### config.mk
export PLATFORM = sky130hd
export DESIGN_NAME = exc_entry_ctrl
export DESIGN_NICKNAME = d
export VERILOG_FILES = /design/src/rtl/exc_entry_pkg.sv /design/src/rtl/exc_gen_path.sv /design/src/rtl/exc_dbg_path.sv /design/src/rtl/exc_entry_ctrl.sv
export SDC_FILE = /design/constraint.sdc
export NUM_CORES = 1
export LEC_CHECK = 0
export ABC_CLOCK_PERIOD_IN_PS = 1550
export BUFFER_PORTS_ARGS = -buffer_cell sky130_fd_sc_hd__buf_2
export CAP_MARGIN = 25
export CORE_UTILIZATION = 49
export CTS_CLUSTER_DIAMETER = 60
export CTS_CLUSTER_SIZE = 16
export DETAILED_ROUTE_END_ITERATION = 7
export GPL_TIMING_DRIVEN = 1
export HOLD_SLACK_MARGIN = 0.05
export PLACE_DENSITY = 0.8
export SYNTH_ARGS = -nofsm -noshare
export SYNTH_HDL_FRONTEND = slang
export SYNTH_HIERARCHICAL = 1
export SYNTH_SLANG_ARGS = --single-unit
### constraint.sdc
create_clock -name clk -period 1.55 [get_ports clk]
set_input_delay 0.155 -clock clk [delete_from_list [all_inputs] [get_ports clk]]
set_output_delay 0.155 -clock clk [all_outputs]
set_load 0.01 [all_outputs]
### src/rtl/exc_entry_pkg.sv
package exc_entry_pkg;
  localparam int PS_W     = 32;
  localparam int LVL_W    = 4;
  localparam int EXCM_POS = LVL_W;
  localparam int UM_POS   = LVL_W + 1;
  localparam int VEC_N    = 4;

  typedef enum logic [1:0] {
    VEC_KERNEL = 2'd0,
    VEC_USER   = 2'd1,
    VEC_DOUBLE = 2'd2,
    VEC_DEBUG  = 2'd3
  } vec_e;

  function automatic logic [PS_W-1:0] ps_mark_excm(input logic [PS_W-1:0] ps);
    logic [PS_W-1:0] r;
    r = ps;
    r[EXCM_POS] = 1'b1;
    return r;
  endfunction

  function automatic logic [PS_W-1:0] ps_enter_debug(input logic [PS_W-1:0] ps,
                                                      input logic [LVL_W-1:0] lvl);
    logic [PS_W-1:0] r;
    r = ps;
    r[LVL_W-1:0] = lvl;
    r[EXCM_POS]  = 1'b1;
    return r;
  endfunction

  function automatic logic dbg_eligible(input logic [PS_W-1:0] ps,
                                        input logic [LVL_W-1:0] lvl);
    return ps[LVL_W-1:0] < lvl;
  endfunction

  function automatic logic [VEC_N-1:0] vec_onehot(input vec_e v);
    return VEC_N'(1) << v;
  endfunction
endpackage

### src/rtl/exc_gen_path.sv
module exc_gen_path
  import exc_entry_pkg::*;
#(
  parameter bit HAS_DEPC = 1'b1
) (
  input  logic [PS_W-1:0] ps,
  output vec_e            vec,
  output logic            pc_to_depc,
  output logic            pc_to_epc1
);
  logic nested;
  assign nested = ps[EXCM_POS];

  always_comb begin
    if (nested)            vec = VEC_DOUBLE;
    else if (ps[UM_POS])   vec = VEC_USER;
    else                   vec = VEC_KERNEL;
  end

  generate
    if (HAS_DEPC) begin : g_depc
      assign pc_to_depc = nested;
      assign pc_to_epc1 = !nested;
    end else begin : g_nodepc
      assign pc_to_depc = 1'b0;
      assign pc_to_epc1 = 1'b1;
    end
  endgenerate
endmodule

### src/rtl/exc_dbg_path.sv
module exc_dbg_path
  import exc_entry_pkg::*;
#(
  parameter int DEBUG_LEVEL = 6
) (
  input  logic            req,
  input  logic [PS_W-1:0] ps,
  output logic            take,
  output logic [PS_W-1:0] ps_next
);
  localparam logic [LVL_W-1:0] LVL = LVL_W'(DEBUG_LEVEL);

  assign take    = req && dbg_eligible(ps, LVL);
  assign ps_next = ps_enter_debug(ps, LVL);
endmodule

### src/rtl/exc_entry_ctrl.sv
module exc_entry_ctrl
  import exc_entry_pkg::*;
#(
  parameter int ADDR_W      = 32,
  parameter int CAUSE_W     = 6,
  parameter int DCAUSE_W    = 6,
  parameter bit HAS_DEPC    = 1'b1,
  parameter int DEBUG_LEVEL = 6
) (
  input  logic                clk,
  input  logic                rst_n,
  input  logic                gen_req,
  input  logic [CAUSE_W-1:0]  gen_cause,
  input  logic                gen_va_vld,
  input  logic [ADDR_W-1:0]   gen_va,
  input  logic                dbg_req,
  input  logic [DCAUSE_W-1:0] dbg_cause,
  input  logic [ADDR_W-1:0]   fault_pc,
  input  logic [PS_W-1:0]     ps_in,
  output logic [PS_W-1:0]     ps_out,
  output logic                ps_we,
  output logic [VEC_N-1:0]    vec_sel,
  output logic [ADDR_W-1:0]   epc1,
  output logic [ADDR_W-1:0]   depc,
  output logic [CAUSE_W-1:0]  exccause,
  output logic [ADDR_W-1:0]   excvaddr,
  output logic [DCAUSE_W-1:0] dbgcause,
  output logic [ADDR_W-1:0]   epc_dbg,
  output logic [PS_W-1:0]     eps_dbg
);
  vec_e            gen_vec;
  logic            pc_to_depc, pc_to_epc1;
  logic            dbg_take, gen_take;
  logic [PS_W-1:0] dbg_ps_next;

  exc_gen_path #(.HAS_DEPC(HAS_DEPC)) gen_i (
    .ps(ps_in), .vec(gen_vec), .pc_to_depc(pc_to_depc), .pc_to_epc1(pc_to_epc1)
  );

  exc_dbg_path #(.DEBUG_LEVEL(DEBUG_LEVEL)) dbg_i (
    .req(dbg_req), .ps(ps_in), .take(dbg_take), .ps_next(dbg_ps_next)
  );

  // debug route has priority over a coincident general request
  assign gen_take = gen_req && !dbg_take;

  always_ff @(posedge clk) begin
    if (!rst_n) begin
      ps_out   <= '0;
      ps_we    <= 1'b0;
      vec_sel  <= '0;
      epc1     <= '0;
      depc     <= '0;
      exccause <= '0;
      excvaddr <= '0;
      dbgcause <= '0;
      epc_dbg  <= '0;
      eps_dbg  <= '0;
    end else begin
      ps_we   <= dbg_take || gen_take;
      vec_sel <= '0;
      if (dbg_take) begin
        dbgcause <= dbg_cause;
        epc_dbg  <= fault_pc;
        eps_dbg  <= ps_in;
        ps_out   <= dbg_ps_next;
        vec_sel  <= vec_onehot(VEC_DEBUG);
      end else if (gen_take) begin
        if (gen_va_vld) excvaddr <= gen_va;
        if (pc_to_depc) depc <= fault_pc;
        if (pc_to_epc1) epc1 <= fault_pc;
        exccause <= gen_cause;
        ps_out   <= ps_mark_excm(ps_in);
        vec_sel  <= vec_onehot(gen_vec);
      end
    end
  end
endmodule

# Yosys cells after proc, flatten, opt, wreduce, memory -nomap -nowiden
# Index checks and enable logic that the tools add are counted.
# word_totals
regBits	209
latch_bits	0
ramBits	0
rom_bits	0
mem_count	0
# classes
add_sub_neg	0
multipliers	0
div	0
order_cmp	1
eq_ne	0
n_shift	1
mux	6
bitwise_logic	4
n_reduce_logical	11
# op_table
operator	n
32-bit 2-to-1 mux	2
3-bit AND reduction	3
4-bit 2-to-1 mux	2
4-bit by 3-bit < comparator with 1-bit output, second input constant	1
1-bit NOT	4
1-bit by 2-bit << shifter with 4-bit output, first input constant	1
3-bit OR reduction	1
1-bit logical AND	2
2-bit 2-to-1 mux	1
2-bit AND reduction	1
2-bit nonzero test	1
2-bit OR reduction	1
1-bit zero test	1
1-bit logical OR	1
1-bit 2-to-1 mux	1

# Depth between registers and ports, before layout
# logic_depth
depth_word	6
mapped_depth	8
depth_no_buf	5

# Modules after synthesis
# The synthesis kept the hierarchy.
# by_module_without_submodules
mod	instances	cells_per_inst	area_each_um2	seq_area_each_um2
exc_entry_ctrl	1	839	7886.3	4184.0
exc_dbg_path	1	36	264.0	0.0
exc_gen_path	1	4	25.0	0.0

# Worst setup path before layout
# OpenSTA, ideal clock, no wires.
# synth_path
path_kind	input port to flip-flop
start	input dbg_req
end	register depc[10]
setup_time_ns	0.119
arrival_ns	1.120
required_time_ns	1.431
path_slack_ns	0.310
stages	8
n_path_buf	3
cell_sequence	inv_1 > a211oi_2 > buf_6 > and3b_1 > buf_4 > buf_4 > nand3_1 > o21ai_1
# synth_between
elab_chain_cells	4
word_cells_on_any_way	5
cone_classes	bitwise: 1; reduce/logical: 4
# synth_lines
element	line	rtl
start: declaration	exc_entry_ctrl.sv:16	input logic dbg_req,
1-bit logical AND *	exc_dbg_path.sv:13	assign take = req && dbg_eligible(ps, LVL);
net dbg_take	exc_entry_ctrl.sv:33	logic dbg_take, gen_take;
1-bit zero test	exc_entry_ctrl.sv:45	assign gen_take = gen_req && !dbg_take;
1-bit logical AND	exc_entry_ctrl.sv:45	
3-bit AND reduction (no source line) *	n/a	
end signal: assignment	exc_entry_ctrl.sv:70	if (pc_to_depc) depc <= fault_pc;
end: declaration	exc_entry_ctrl.sv:24	output logic [ADDR_W-1:0] depc,
# The timed path passes the listed nets; every way through them passes the cells marked *.
# A chain may end at the register's enable or synchronous reset.

# Worst setup path after layout
# layout_path
start	input ps_in[3]
end	register excvaddr[23]
# layout_between
elab_chain_cells	5
word_cells_on_any_way	6
cone_classes	order compare: 1; bitwise: 1; reduce/logical: 4
# layout_lines
element	line	rtl
start: declaration	exc_entry_ctrl.sv:19	input logic [PS_W-1:0] ps_in,
4-bit by 3-bit < comparator with 1-bit output *	exc_entry_pkg.sv:33	return ps[LVL_W-1:0] < lvl;
1-bit logical AND *	exc_dbg_path.sv:13	
net dbg_take	exc_entry_ctrl.sv:33	
1-bit zero test	exc_entry_ctrl.sv:45	
1-bit logical AND	exc_entry_ctrl.sv:45	
3-bit AND reduction (no source line) *	n/a	
end signal: assignment	exc_entry_ctrl.sv:69	if (gen_va_vld) excvaddr <= gen_va;
end: declaration	exc_entry_ctrl.sv:26	output logic [ADDR_W-1:0] excvaddr,
# Marks and branches as above.

==> impl_metrics.yaml <==
clock_network:
  cts_root_buffer: "clkbuf_16"
  clock_sinks: 209
  clk_pin_slew_ns: 0.07
  cts.path.max_buffers: 3
  cts_tree: "done"
  htree_levels: 1
  cts_made_buffers: 17
  clock_latency_ns: 0.47
grt:
  grt_max_degree: 74
  antenna_found_initial: 0
  grt_overflow_total: 0
  grt_pass1_wl_mm: 37.4
  grt_pass1_vias: 7229
  grt_usage: 0.265
floorplan:
  die_h_um: 131
  dieArea_mm2: 0.0172
  die_x_um: 131
  io_pins: 322
  core_mm2: 0.0161
  rows: 46
  floorplan.initialDensity: 0.509
place:
  gp_congestion: 0.843
  post-place-cells: 1331
  place_ws_ns: 0.00195
  dpl.hpwl_mm: 14.5
  io_buffers: 321
sta:
  fin_tns_setup_ns: 0
  post-route-period-util: 0.814
  rsz0062_at_grt: "no"
  setup_violations: 0
  setup_slack_ns: 0.289
  slew_viol_final: 0
  hold_viol: 0
  clock_skew_ns: 0
  fmax_mhz: 793
  min_period_ns: 1.26
setup_path:
  reg2regPathDepth: 2
  required_ns: 1.96
  cp-end-kind: "flop"
  critical_path_class: "in2reg"
  cp_max_fo: 8
  worstPathArrival_ns: 1.67
  start_kind: "input pin"
run_status:
  status: "completed"
route:
  drc: 0
  drt.antenna.violating_nets: 0
  routedWlPerCell_um: 16.7
  wirelength_mm: 24.5
  vias_per_cell: 5.16
  drt_iter0_drc: 379
  vias: 7571
  first_pass_iters: 7
synth:
  ys_seq_elements: 209
  synth_warnings: 6
  synth.top_cell.area_share: 0.512
  yosysSeqAreaShare: 0.512
  ys_top_cells_by_area: "dfxtp_1 (51%), mux2i_1 (12%), nand3_1 (7.9%), nor2b_1 (5.4%), nand2_1 (5.0%)"
  avgSynthCellArea_um2: 9.30
  syn_inst: 879
  synth_largest_area_cell: "dfxtp_1"
  yosysUniqueCellTypes: 28
  netlist_area_mm2: 0.00818
layout:
  fillCellCount: 1108
  final_nets: 1362
  finalNonFillerCells: 1468
  diodes: 0
  layout_commonest_cell: "buf_2"
  area_growth_pct: 40.1
  drive_gt1_frac: 0.300
  final_cell_mix: "buf_2 (319), dfxtp_1 (209), nand3_1 (129)"
worst_hold_path:
  holdPathStages: 3
  min_path_type: "in2reg"
power:
  power.density_mw_per_mm2: 1020
  max-vdd-ir-drop_uv: 848
  p_leak_nw: 5.33
flow_run:
  drv_cap: 0
[stage by stage]
stage / util / instance area [um^2] / total power [mW] / hold slack, ns
final: 0.713 / 11500 / 11.6 / 0.0871
after global routing: 0.713 / 11500 / 12.1 / 0.103
after CTS: 0.704 / 11300 / 11.6 / 0.0793
after detailed placement: 0.606 / 9730 / 7.38 / 0.372
after global placement: 0.606 / 9730 / 7.34 / 0.369
after floorplan: - / 8190 / 6.78 / 0.285
[synth_stat cells, drive strengths merged]
master,instances
dfxtp,209
nand3,129
nand2,109
mux2i,101
o21ai,96
buf,86
nor2b,71
a21oi,31
clkbuf,22
a21boi,7
and3b,3
inv,3
conb,2
nor4b,2
a211oi,1
and2b,1
nand2b,1
nand3b,1
nor2,1
nor3,1
nor4,1
o21a,1
[routing by layer]
layer / share of wire / GRT usage / routed length, um
met5: 0 / 0 / 0
met4: 0.044 / 0.118 / 1080
met2: 0.50 / 0.478 / 12200
met3: 0.072 / 0.0594 / 1770
met1: 0.38 / 0.297 / 9420
[power breakdown]
group          switching (mW)  leakage [nW]  total (mW)  internal, mW
Clock                    1.89         0.243        4.06          2.17
Combinational           0.921          3.38        1.78         0.857
Sequential              0.148          1.71        5.80          5.65
[what timing repair did]
action	CTS	global route
setup buffers	0	4
endpoints found under the setup margin	0	23
gates resized for setup	0	4
hold buffers	108	0
endpoints found under the hold margin	205	0
[worst paths after layout]
check	start	to	slack, ns
min reg2reg	depc[0]	depc[0]	0.45
max	ps_in[3]	excvaddr[23]	0.29
min	ps_in[1]	ps_out[1]	0.09
max reg2reg	epc_dbg[17]	epc_dbg[17]	0.85
[cell families after synthesis]
group                  after synthesis  share of synthesized area
AOI/OAI and AO/OA                  136                     0.0866
DFF                                209                      0.512
buffers and inverters              111                     0.0839
and+or+nand+nor                    320                      0.193
muxes                              101                      0.124
other                                2                   0.000919
[worst max-delay path, cell delays in order]
cell and delay, ns:
dlymetal6s4s_1 0.30, a211oi_4 0.29, buf_4 0.18, clkbuf_16 0.14
nand3b_1 0.15, buf_12 0.13, buf_12 0.12, nand3_1 0.10
nand2_1 0.11
[registers in the layout (all words and copies together) (netlist names)]
| register | flops |
|---|---|
| exccause | 6 |
| epc1 | 32 |
| vec_sel | 4 |
| eps_dbg | 32 |
| depc | 32 |
| ps_we | 1 |
| dbgcause | 6 |
| ps_out | 32 |
| excvaddr | 32 |
| epc_dbg | 32 |
[area by class of cell]
| type | instances | area [um^2] | share of cell area |
|---|---|---|---|
| Clock buffer | 21 | 480 | 0.0419 |
| Clock inverter | 1 | 8.76 | 0.000765 |
| Inverter | 3 | 11.3 | 0.000983 |
| Timing Repair Buffer | 456 | 3170 | 0.277 |
| Multi-Input combinational cell | 562 | 3330 | 0.291 |
| Tap cell | 216 | 270 | 0.0236 |
| Sequential cell | 209 | 4180 | 0.365 |
Note: power is estimated with default switching activity, not from simulation.
